<file path="src/rtl/framer_pkg.sv">
package framer_pkg;

   // Bits per parcel and the largest legal instruction, in parcels.
   parameter int unsigned PFR_PARCEL_W   = 16;
   parameter int unsigned PFR_MAX_PARCEL = 11;

   // Prefix classes recognised by the length decoder.
   typedef enum logic [2:0] {
      CLS_HALF  = 3'd0,
      CLS_WORD  = 3'd1,
      CLS_W48   = 3'd2,
      CLS_W64   = 3'd3,
      CLS_LONG  = 3'd4,
      CLS_RSVD  = 3'd5
   } pfr_cls_e;

endpackage

</file>
<file path="src/rtl/pfr_len_decode.sv">
module pfr_len_decode
   import framer_pkg::*;
#(
   parameter int unsigned PARCEL_W   = PFR_PARCEL_W,
   parameter int unsigned MAX_PARCEL = PFR_MAX_PARCEL,
   localparam int unsigned LEN_W     = $clog2(MAX_PARCEL + 1)
) (
   input  logic [PARCEL_W-1:0] parcel_i,
   output pfr_cls_e            cls_o,
   output logic [LEN_W-1:0]    len_o,
   output logic                rsvd_o
);

   logic       long_pfx;
   logic [2:0] ext_cnt;
   logic       long_ok;
   logic [3:0] raw_len;
   pfr_cls_e   raw_cls;

   assign long_pfx = (parcel_i[6:0] == 7'b1111111);
   assign ext_cnt  = parcel_i[14:12];

   // The long forms are legal only if the configured width can hold them.
   generate
      if (MAX_PARCEL >= 5) begin : g_long
         assign long_ok = (ext_cnt != 3'b111) &&
                          ((32'd5 + 32'(ext_cnt)) <= MAX_PARCEL);
      end else begin : g_nolong
         assign long_ok = 1'b0;
      end
   endgenerate

   // The most specific prefix wins.
   always_comb begin
      raw_cls = CLS_HALF;
      raw_len = 4'd1;
      if (long_pfx) begin
         raw_cls = long_ok ? CLS_LONG : CLS_RSVD;
         raw_len = long_ok ? (4'd5 + {1'b0, ext_cnt}) : 4'd1;
      end else if (parcel_i[6:0] == 7'b0111111) begin
         raw_cls = CLS_W64;
         raw_len = 4'd4;
      end else if (parcel_i[5:0] == 6'b011111) begin
         raw_cls = CLS_W48;
         raw_len = 4'd3;
      end else if (parcel_i[1:0] == 2'b11) begin
         raw_cls = (parcel_i[4:2] != 3'b111) ? CLS_WORD : CLS_RSVD;
         raw_len = (parcel_i[4:2] != 3'b111) ? 4'd2 : 4'd1;
      end
   end

   // A class longer than the configured width is treated as reserved.
   always_comb begin
      cls_o  = raw_cls;
      rsvd_o = (raw_cls == CLS_RSVD);
      len_o  = LEN_W'(raw_len);
      if (32'(raw_len) > MAX_PARCEL) begin
         cls_o  = CLS_RSVD;
         rsvd_o = 1'b1;
         len_o  = LEN_W'(1);
      end
   end

   always_comb begin
      if (rsvd_o) begin
         a_rsvd_len_r7 : assert (len_o == LEN_W'(1))
            else $error("reserved prefix must decode to a single parcel");
      end
   end

endmodule

</file>
<file path="src/rtl/pfr_slot_bank.sv">
module pfr_slot_bank
   import framer_pkg::*;
#(
   parameter int unsigned PARCEL_W   = PFR_PARCEL_W,
   parameter int unsigned MAX_PARCEL = PFR_MAX_PARCEL,
   localparam int unsigned LEN_W     = $clog2(MAX_PARCEL + 1),
   localparam int unsigned DATA_W    = PARCEL_W * MAX_PARCEL
) (
   input  logic                clk,
   input  logic                rst,
   input  logic                start_i,
   input  logic                wr_en_i,
   input  logic [LEN_W-1:0]    wr_idx_i,
   input  logic [PARCEL_W-1:0] parcel_i,
   output logic [DATA_W-1:0]   data_o
);

   // Slot 0 loads the first parcel. A start clears the other slots, so the
   // bits above the length read as zero.
   generate
      for (genvar i = 0; i < MAX_PARCEL; i++) begin : g_slot
         logic [PARCEL_W-1:0] q;
         if (i == 0) begin : g_head
            always_ff @(posedge clk) begin
               if (rst)          q <= '0;
               else if (start_i) q <= parcel_i;
            end
         end else begin : g_tail
            always_ff @(posedge clk) begin
               if (rst)
                  q <= '0;
               else if (start_i)
                  q <= '0;
               else if (wr_en_i && (wr_idx_i == LEN_W'(i)))
                  q <= parcel_i;
            end
         end
         assign data_o[i*PARCEL_W +: PARCEL_W] = q;
      end
   endgenerate

   p_no_head_write_r8 : assert property (@(posedge clk) disable iff (rst)
      wr_en_i |-> (wr_idx_i != '0) && (32'(wr_idx_i) < MAX_PARCEL));

endmodule

</file>
<file path="src/rtl/pfr_ctrl.sv">
module pfr_ctrl
   import framer_pkg::*;
#(
   parameter int unsigned MAX_PARCEL = PFR_MAX_PARCEL,
   localparam int unsigned LEN_W     = $clog2(MAX_PARCEL + 1)
) (
   input  logic             clk,
   input  logic             rst,
   input  logic             in_valid_i,
   output logic             in_ready_o,
   input  logic             out_ready_i,
   input  logic [LEN_W-1:0] dec_len_i,
   input  logic             dec_rsvd_i,
   output logic             start_o,
   output logic             wr_en_o,
   output logic [LEN_W-1:0] wr_idx_o,
   output logic             done_o,
   output logic [LEN_W-1:0] need_o,
   output logic             err_o
);

   logic [LEN_W-1:0] cnt_q;
   logic [LEN_W-1:0] need_q;
   logic             done_q;
   logic             err_q;
   logic             take;
   logic             last;

   // A finished beat that is being taken frees the input in the same cycle.
   assign in_ready_o = !done_q || out_ready_i;
   assign take       = in_valid_i && in_ready_o;
   assign start_o    = take && (cnt_q == '0);
   assign wr_en_o    = take && (cnt_q != '0);
   assign wr_idx_o   = cnt_q;
   assign last       = (cnt_q + LEN_W'(1)) == need_q;

   always_ff @(posedge clk) begin
      if (rst) begin
         cnt_q  <= '0;
         need_q <= LEN_W'(1);
         done_q <= 1'b0;
         err_q  <= 1'b0;
      end else begin
         if (done_q && out_ready_i)
            done_q <= 1'b0;
         if (start_o) begin
            err_q  <= dec_rsvd_i;
            need_q <= dec_len_i;
            if (dec_len_i == LEN_W'(1)) begin
               done_q <= 1'b1;
               cnt_q  <= '0;
            end else begin
               cnt_q  <= LEN_W'(1);
            end
         end else if (wr_en_o) begin
            if (last) begin
               done_q <= 1'b1;
               cnt_q  <= '0;
            end else begin
               cnt_q  <= cnt_q + LEN_W'(1);
            end
         end
      end
   end

   assign done_o = done_q;
   assign need_o = need_q;
   assign err_o  = err_q;

   p_collect_not_done_r9 : assert property (@(posedge clk) disable iff (rst)
      (cnt_q != '0) |-> !done_q && (cnt_q < need_q));

   p_reset_idle_r1 : assert property (@(posedge clk)
      rst |=> !done_q && (cnt_q == '0));

endmodule

</file>
<file path="src/rtl/parcel_framer.sv">
module parcel_framer
   import framer_pkg::*;
#(
   parameter int unsigned PARCEL_W   = PFR_PARCEL_W,
   parameter int unsigned MAX_PARCEL = PFR_MAX_PARCEL,
   localparam int unsigned LEN_W     = $clog2(MAX_PARCEL + 1),
   localparam int unsigned DATA_W    = PARCEL_W * MAX_PARCEL
) (
   input  logic                clk,
   input  logic                rst,
   input  logic                in_valid,
   output logic                in_ready,
   input  logic [PARCEL_W-1:0] in_parcel,
   output logic                out_valid,
   input  logic                out_ready,
   output logic [DATA_W-1:0]   out_data,
   output logic [LEN_W-1:0]    out_len,
   output logic                out_err
);

   // The prefix fields sit at bits [14:12], and the length counter must
   // reach eleven.
   generate
      if (PARCEL_W < 15) begin : g_bad_width
         $error("parcel_framer: PARCEL_W must be at least 15");
      end
      if (MAX_PARCEL < 1 || MAX_PARCEL > 11) begin : g_bad_depth
         $error("parcel_framer: MAX_PARCEL must lie in 1..11");
      end
   endgenerate

   pfr_cls_e         dec_cls;
   logic [LEN_W-1:0] dec_len;
   logic             dec_rsvd;
   logic             start;
   logic             wr_en;
   logic [LEN_W-1:0] wr_idx;

   pfr_len_decode #(.PARCEL_W(PARCEL_W), .MAX_PARCEL(MAX_PARCEL)) u_dec (
      .parcel_i (in_parcel),
      .cls_o    (dec_cls),
      .len_o    (dec_len),
      .rsvd_o   (dec_rsvd)
   );

   pfr_ctrl #(.MAX_PARCEL(MAX_PARCEL)) u_ctrl (
      .clk         (clk),
      .rst         (rst),
      .in_valid_i  (in_valid),
      .in_ready_o  (in_ready),
      .out_ready_i (out_ready),
      .dec_len_i   (dec_len),
      .dec_rsvd_i  (dec_rsvd),
      .start_o     (start),
      .wr_en_o     (wr_en),
      .wr_idx_o    (wr_idx),
      .done_o      (out_valid),
      .need_o      (out_len),
      .err_o       (out_err)
   );

   pfr_slot_bank #(.PARCEL_W(PARCEL_W), .MAX_PARCEL(MAX_PARCEL)) u_bank (
      .clk      (clk),
      .rst      (rst),
      .start_i  (start),
      .wr_en_i  (wr_en),
      .wr_idx_i (wr_idx),
      .parcel_i (in_parcel),
      .data_o   (out_data)
   );

   p_stall_blocks_in_r9 : assert property (@(posedge clk) disable iff (rst)
      (out_valid && !out_ready) |-> !in_ready);

   p_stall_hold_r9 : assert property (@(posedge clk) disable iff (rst)
      (out_valid && !out_ready) |=>
         out_valid && $stable(out_data) && $stable(out_len) && $stable(out_err));

   p_handoff_frees_in_r10 : assert property (@(posedge clk) disable iff (rst)
      (out_valid && out_ready) |-> in_ready);

   p_err_single_r7 : assert property (@(posedge clk) disable iff (rst)
      (out_valid && out_err) |-> (out_len == LEN_W'(1)));

   p_len_range_r6 : assert property (@(posedge clk) disable iff (rst)
      out_valid |-> (out_len != '0) && (32'(out_len) <= MAX_PARCEL));

   p_rsvd_class_r7 : assert property (@(posedge clk) disable iff (rst)
      (in_valid && in_ready && start) |=> (out_err == (($past(dec_cls)) == CLS_RSVD)));

endmodule

</file>
<file path="config.mk">
export PLATFORM = sky130hd
export DESIGN_NAME = parcel_framer
export DESIGN_NICKNAME = d
export VERILOG_FILES = /design/src/rtl/framer_pkg.sv /design/src/rtl/pfr_len_decode.sv /design/src/rtl/pfr_slot_bank.sv /design/src/rtl/pfr_ctrl.sv /design/src/rtl/parcel_framer.sv
export SDC_FILE = /design/constraint.sdc
export NUM_CORES = 1
export LEC_CHECK = 0
export ABC_AREA = 1
export BUFFER_PORTS_ARGS = -buffer_cell sky130_fd_sc_hd__buf_2
export CORE_MARGIN = 1.5
export CORE_UTILIZATION = 54
export CTS_CLUSTER_SIZE = 30
export DETAILED_ROUTE_END_ITERATION = 16
export PLACE_DENSITY = 0.89
export SYNTH_ARGS = -nofsm -noshare
export SYNTH_HDL_FRONTEND = slang
export SYNTH_SLANG_ARGS = --single-unit
export TNS_END_PERCENT = 1
</file>
<file path="constraint.sdc">
create_clock -name clk -period 3.5 [get_ports clk]
set_input_delay 0.525 -clock clk [delete_from_list [all_inputs] [get_ports clk]]
set_output_delay 0.525 -clock clk [all_outputs]
set_load 0.02 [all_outputs]
</file>
# After elaboration in Yosys (flattened, before gate mapping)
# Index checks and enable logic that the tools add are counted.
# classes
n_addsub	3
magnitude_cmp	2
eq_ne	19
mux	23
reduce_logical	21
# ops
operator	n
$mux W4	9
$le A32 B4 Y1 const B	1
$eq A4 B3 Y1 const B	4
$logic_and A1 B1 Y1	15
$mux W3	5
$eq A4 B4 Y1 const B	3
$add A3 B3 Y4 const A	2
$eq A4 B1 Y1 const B	2
$eq A4 B2 Y1 const B	2
$mux W1	8
$eq A7 B6 Y1 const B	1
$eq A7 B7 Y1 const B	1
$eq A6 B5 Y1 const B	1
$ne A3 B3 Y1 const B	2
$add A4 B1 Y4 const B	1
$eq A4 B4 Y1	1
$gt A4 B4 Y1 const B	1
$logic_not A4 Y1	1
$reduce_bool A4 Y1	1
$eq A3 B3 Y1 const B	1
$eq A2 B2 Y1 const B	1
$mux W2	1
$reduce_bool A2 Y1	1
$reduce_or A2 Y1	1
other kinds (2)	2
# totals
regBits	186
inputBits	20
output_inout_bits	183

# Depth between registers and ports, before layout
# depth
word_depth	11
mapped_depth	15
ltp_nobuf	15

# Hierarchy
# Synthesis repeated with hierarchy kept, for this count alone.
# hier_totals
hier_cells	1110
hier_area_um2	7773.7
# by_module_without_submodules
module	instances	cells_per_inst	area_each_um2	seq_area_each_um2
pfr_slot_bank	1	977	6900.4	3523.4
pfr_ctrl	1	87	624.3	200.2
pfr_len_decode	1	46	249.0	0.0

# Least setup slack after synthesis
# OpenSTA, ideal clock, no wires.
# synth_timing
kind	input-to-reg
from	in in_parcel[12]
to	reg u_ctrl.done_q, in the netlist u_ctrl.done_o
t_arrival_ns	2.027
required_time_ns	3.363
path_slack_ns	1.335
stages	15
path_buffers	0
cell_sequence	ha_1 ha_1 inv_1 nand2_1 nand2_1 inv_1 a31oi_1 inv_1 ha_1 inv_1 nand2_1 o21bai_1 nand2_1 nand3_1 a21oi_1
# synth_via
elab_chain_len	10
# synth_rtl
element	line_no	rtl
start: declaration	parcel_framer.sv:13	input logic [PARCEL_W-1:0] in_parcel,
$add A3 B3 Y4	pfr_len_decode.sv:27, pfr_len_decode.sv:39	
$le A32 B4 Y1	pfr_len_decode.sv:27	((32'd5 + 32'(ext_cnt)) <= MAX_PARCEL);
$logic_and A1 B1 Y1	pfr_len_decode.sv:26	assign long_ok = (ext_cnt != 3'b111) &&
$mux W4 *	pfr_len_decode.sv:39	raw_len = long_ok ? (4'd5 + {1'b0, ext_cnt}) : 4'd1;
$mux W4 *	pfr_len_decode.sv:37	if (long_pfx) begin
$gt A4 B4 Y1	pfr_len_decode.sv:57	if (32'(raw_len) > MAX_PARCEL) begin
$mux W4 *	pfr_len_decode.sv:57	
$eq A4 B1 Y1 *	pfr_ctrl.sv:49	if (dec_len_i == LEN_W'(1)) begin
$mux W1 *	pfr_ctrl.sv:49	
$mux W1 *	pfr_ctrl.sv:46	if (start_o) begin
end signal: assignment	pfr_ctrl.sv:45	done_q <= 1'b0;
end signal: assignment	pfr_ctrl.sv:50	done_q <= 1'b1;
end signal: assignment	pfr_ctrl.sv:57	done_q <= 1'b1;
end: declaration	pfr_ctrl.sv:24	logic done_q;
# Mark *: on every way between the ends. The rest lies on a longest branch, timed or not.
# A chain may end at the register's enable or synchronous reset.

# Final worst setup path
# layout_timing
from	reg u_ctrl.cnt_q[0], in the netlist u_ctrl.wr_idx_o[0]
to	reg u_bank.g_slot[7].q[0]
# layout_via
elab_chain_len	3
# layout_rtl
element	line_no	rtl
start: declaration	pfr_ctrl.sv:22	logic [LEN_W-1:0] cnt_q;
start signal: assignment	pfr_ctrl.sv:60	cnt_q <= cnt_q + LEN_W'(1);
$logic_not A4 Y1 or $reduce_bool A4 Y1 (tied branches)	pfr_ctrl.sv:32, pfr_ctrl.sv:33	
$logic_and A1 B1 Y1 (on tied branches)	pfr_ctrl.sv:32, pfr_ctrl.sv:33	
$reduce_or A2 Y1 (no line) or $logic_and A1 B1 Y1 (tied branches)	-	
end signal: assignment	pfr_slot_bank.sv:35	q <= parcel_i;
end: declaration	pfr_slot_bank.sv:22	logic [PARCEL_W-1:0] q;
# Several ways; a longest one is shown, not always the timed one.

==> impl_metrics.csv <==
group,metric,value,unit
route,first_pass_iters,5,
yosys,syn_avg_cell_area,8.217,µm²
yosys,synth_area_leaders,"dfxtp_1 52%, a21oi_1 12%, o21ai_0 11%",
route,via_per_inst,5.156,
route,via_count,6301,
sta,max_slew_margin,0.4068,
sta,min_period_over_period,0.6842,
route,wl_per_cell,16.07,µm
clocking,cts_buffer_depth,2,
yosys,synthArstFlopShare,0,
route,drt_wl_total,19640,µm
floorplan,die_area,14000,µm²
final_layout,layout_commonest_cell,"buf_2",
sta,fmax,417.6,MHz
sta,setup_tns,0,ps
setup_path,crit_chain,"inv_1, ha_1, nand2_4, nor2_4, nor2_4, buf_4, o21ai_0, a21oi_1",
setup_path,cpMostUsedCell,"nor2_4",
yosys,synthFlopType,"dfxtp_1",
setup_path,crit_family,"buffers and inverters",
status,status,"finished, final reports clean",
sta,fin_ws,1105,ps
clocking,post_cts_buffers,0,
clocking,cts.repair.resized,0,
power_and_ir_drop,vdd_ir_drop_max,0.4661,mV
setup_path,slowest_stage,"buf_4",
yosys,synth_edf_count,0,
final_layout,most-common-layout-cells,"202 x buf_2, 186 x dfxtp_1, 168 x inv_1, 167 x a21oi_1, 161 x o21ai_0",
place,dpl.hpwl,12650,µm
yosys,syn_area,7182,µm²
route,drt_iter0_markers,646,
clocking,clkLatencyLatePin,420,ps
setup_path,path_class,"register to register",
setup_path,critPathRequiredTime,3840,ps
floorplan,pin_count,203,
power_and_ir_drop,power_density,515.1,nW/µm²
power_and_ir_drop,switching_share,0.2319,
final_layout,drive_gt1_frac,0.2410,
power_and_ir_drop,power_frac_seq,0.480,
yosys,ys_seq_elements,186,
clocking,cts_buffers,17,
global_routing,track_usage,0.2766,
global_routing,antenna_found_initial,0,
clocking,cts_max_level,4,
yosys,yosysTopAreaCell,"dfxtp_1",
place,dp_cells,1190,
power_and_ir_drop,power.switching,0.001037,W
hold_path,hold_class,"input port to register",
place,port_buffers,202,
sta,hold_viol,0,
setup_path,cp_num_buf_inv,2,
clocking,numClockSinks,186,
clocking,tritoncts,"built",
sta,period_minus_slack,2395,ps
clocking,clk_pin_slew,60,ps
clocking,hold_buffers,0,
yosys,ys.warnings.count,0,
setup_path,critPathCaptureType,"register",
floorplan,fp.dieH,118.3,µm
yosys,yosysSeqAreaShare,0.5185,
sta,finalClockSkew,7.214,ps
global_routing,grt_pass1_vias,5734,
clocking,root_buffer,"clkbuf_16",
global_routing,grt_first_pass_wirelength,30010,µm
yosys,syn-num-nets,903,
setup_path,cp_max_fo,106,
power_and_ir_drop,p_int,0.003436,W
sta,worstMarginPinSlew,888.8,ps
floorplan,fp.dieW,118.3,µm
yosys,postSynthCellCount,874,
final_layout,nets,1066,
sta,final-setup-viol-count,0,
final_layout,n_antenna_cell,0,
global_routing,grt_max_degree,107,
sta,slew_viol_final,0,
yosys,yosysTopAreaCellShare,0.5185,
power_and_ir_drop,clkPwrFrac,0.454,
floorplan,start_util,0.5622,
place,post-place-ws,890.3,ps
place,gp_congestion,0.9189,
sta,grt_setup_unrepaired,"false",
final_layout,area_growth,20.92,%
global_routing,grt-ovfl-total,0,
route,postRouteAntennaNets,0,
final_layout,stdcell_count,1222,
setup_path,arrival,2730,ps
yosys,synth_cell_types,28,
setup_path,cpPeakStageDelay,650,ps
route,drc_errors,0,
floorplan,core_region_area,12770,µm²
setup_path,cp-start-kind,"register",
flow_run,maxCapViolations,0,
floorplan,num_rows,41,
power_and_ir_drop,power.leakage,3.767,nW
power_and_ir_drop,comb_power_share,0.066,
==> worst paths after layout <==
kind	slack, ps	to	cells past startpoint	from
max reg2reg	1110	u_bank.g_slot[7].q[0]	8	u_ctrl.wr_idx_o[0]
min reg2reg	440	u_bank.g_slot[9].q[12]	2	u_bank.g_slot[9].q[12]
max	1110	u_bank.g_slot[7].q[0]	8	u_ctrl.wr_idx_o[0]
min	430	u_ctrl.done_o	4	out_ready
==> sequential cells by signal, summed over array words and instances, names as in the netlist <==
signal / flops
u_bank.g_slot.q: 176
u_ctrl.need_o: 4
u_ctrl.wr_idx_o: 4
u_ctrl.done_o: 1
u_ctrl.err_o: 1
==> logic make-up (layout without fill, tap and decap cells) <==
group                      Yosys count  count (layout)  synth area share
adders and majority gates            9               9           0.01568
DFF                                186             186            0.5185
buffers and inverters              233             409            0.1437
and+or+nand+nor                     95              95           0.07578
AOI/OAI and AO/OA                  351             351            0.2463
==> power by group through the flow <==
| stage | clock (W) | combinational (W) | sequential (W) |
|---|---|---|---|
| final | 0.00203 | 0.000295 | 0.00215 |
| after detailed placement | 0 | 0.000291 | 0.00220 |
| after global routing | 0.00215 | 0.000328 | 0.00215 |
| after CTS | 0.00206 | 0.000294 | 0.00215 |
| after global placement | 0 | 0.000286 | 0.00220 |
| after floorplan | 0 | 0.000183 | 0.00222 |
==> area by class of cell <==
type                       instances  area [µm²]
multi-input combinational        455        2429
tap                              172       215.2
clock inverter                    13       191.4
timing repair buffer             206        1041
clock buffer                      19       442.9
inverter                         171       641.9
fill                            1052        4089
sequential                       186        3724
==> synthesized netlist by cell type (all sizes together), types with 2 or more instances <==
master,count
a21oi,167
a31oi,2
buf,40
clkbuf,22
dfxtp,186
ha,9
inv,171
nand2,57
nand3,14
nand4,12
nor2,10
o21ai,178
o21bai,2
==> per-stage QoR <==
| step | util | instance area [µm²] | total power, W | hold WS (ps) |
|---|---|---|---|---|
| 2_1_floorplan | - | 7182 | 0.002403 | 504.0 |
| 5_1_grt | 0.6799 | 8685 | 0.004631 | 433.7 |
| 3_5_place_dp | 0.6302 | 8050 | 0.002488 | 433.3 |
| 6_report | 0.6799 | 8685 | 0.004473 | 428.5 |
| 3_3_place_gp | 0.6302 | 8050 | 0.002482 | 429.2 |
| 4_1_cts | 0.6799 | 8685 | 0.004498 | 411.3 |
==> layer usage <==
layer / share of wire / track usage
met1: 0.41 / 0.3445
met2: 0.47 / 0.4477
met3: 0.075 / 0.06178
met4: 0.044 / 0.1448
met5: 0 / 0
==> worst min-delay path, stage by stage <==
cell	delay [ps]
buf_2	80
inv_1	30
nand2_1	90
a21oi_1	70
(Power assumes the default switching activity.)
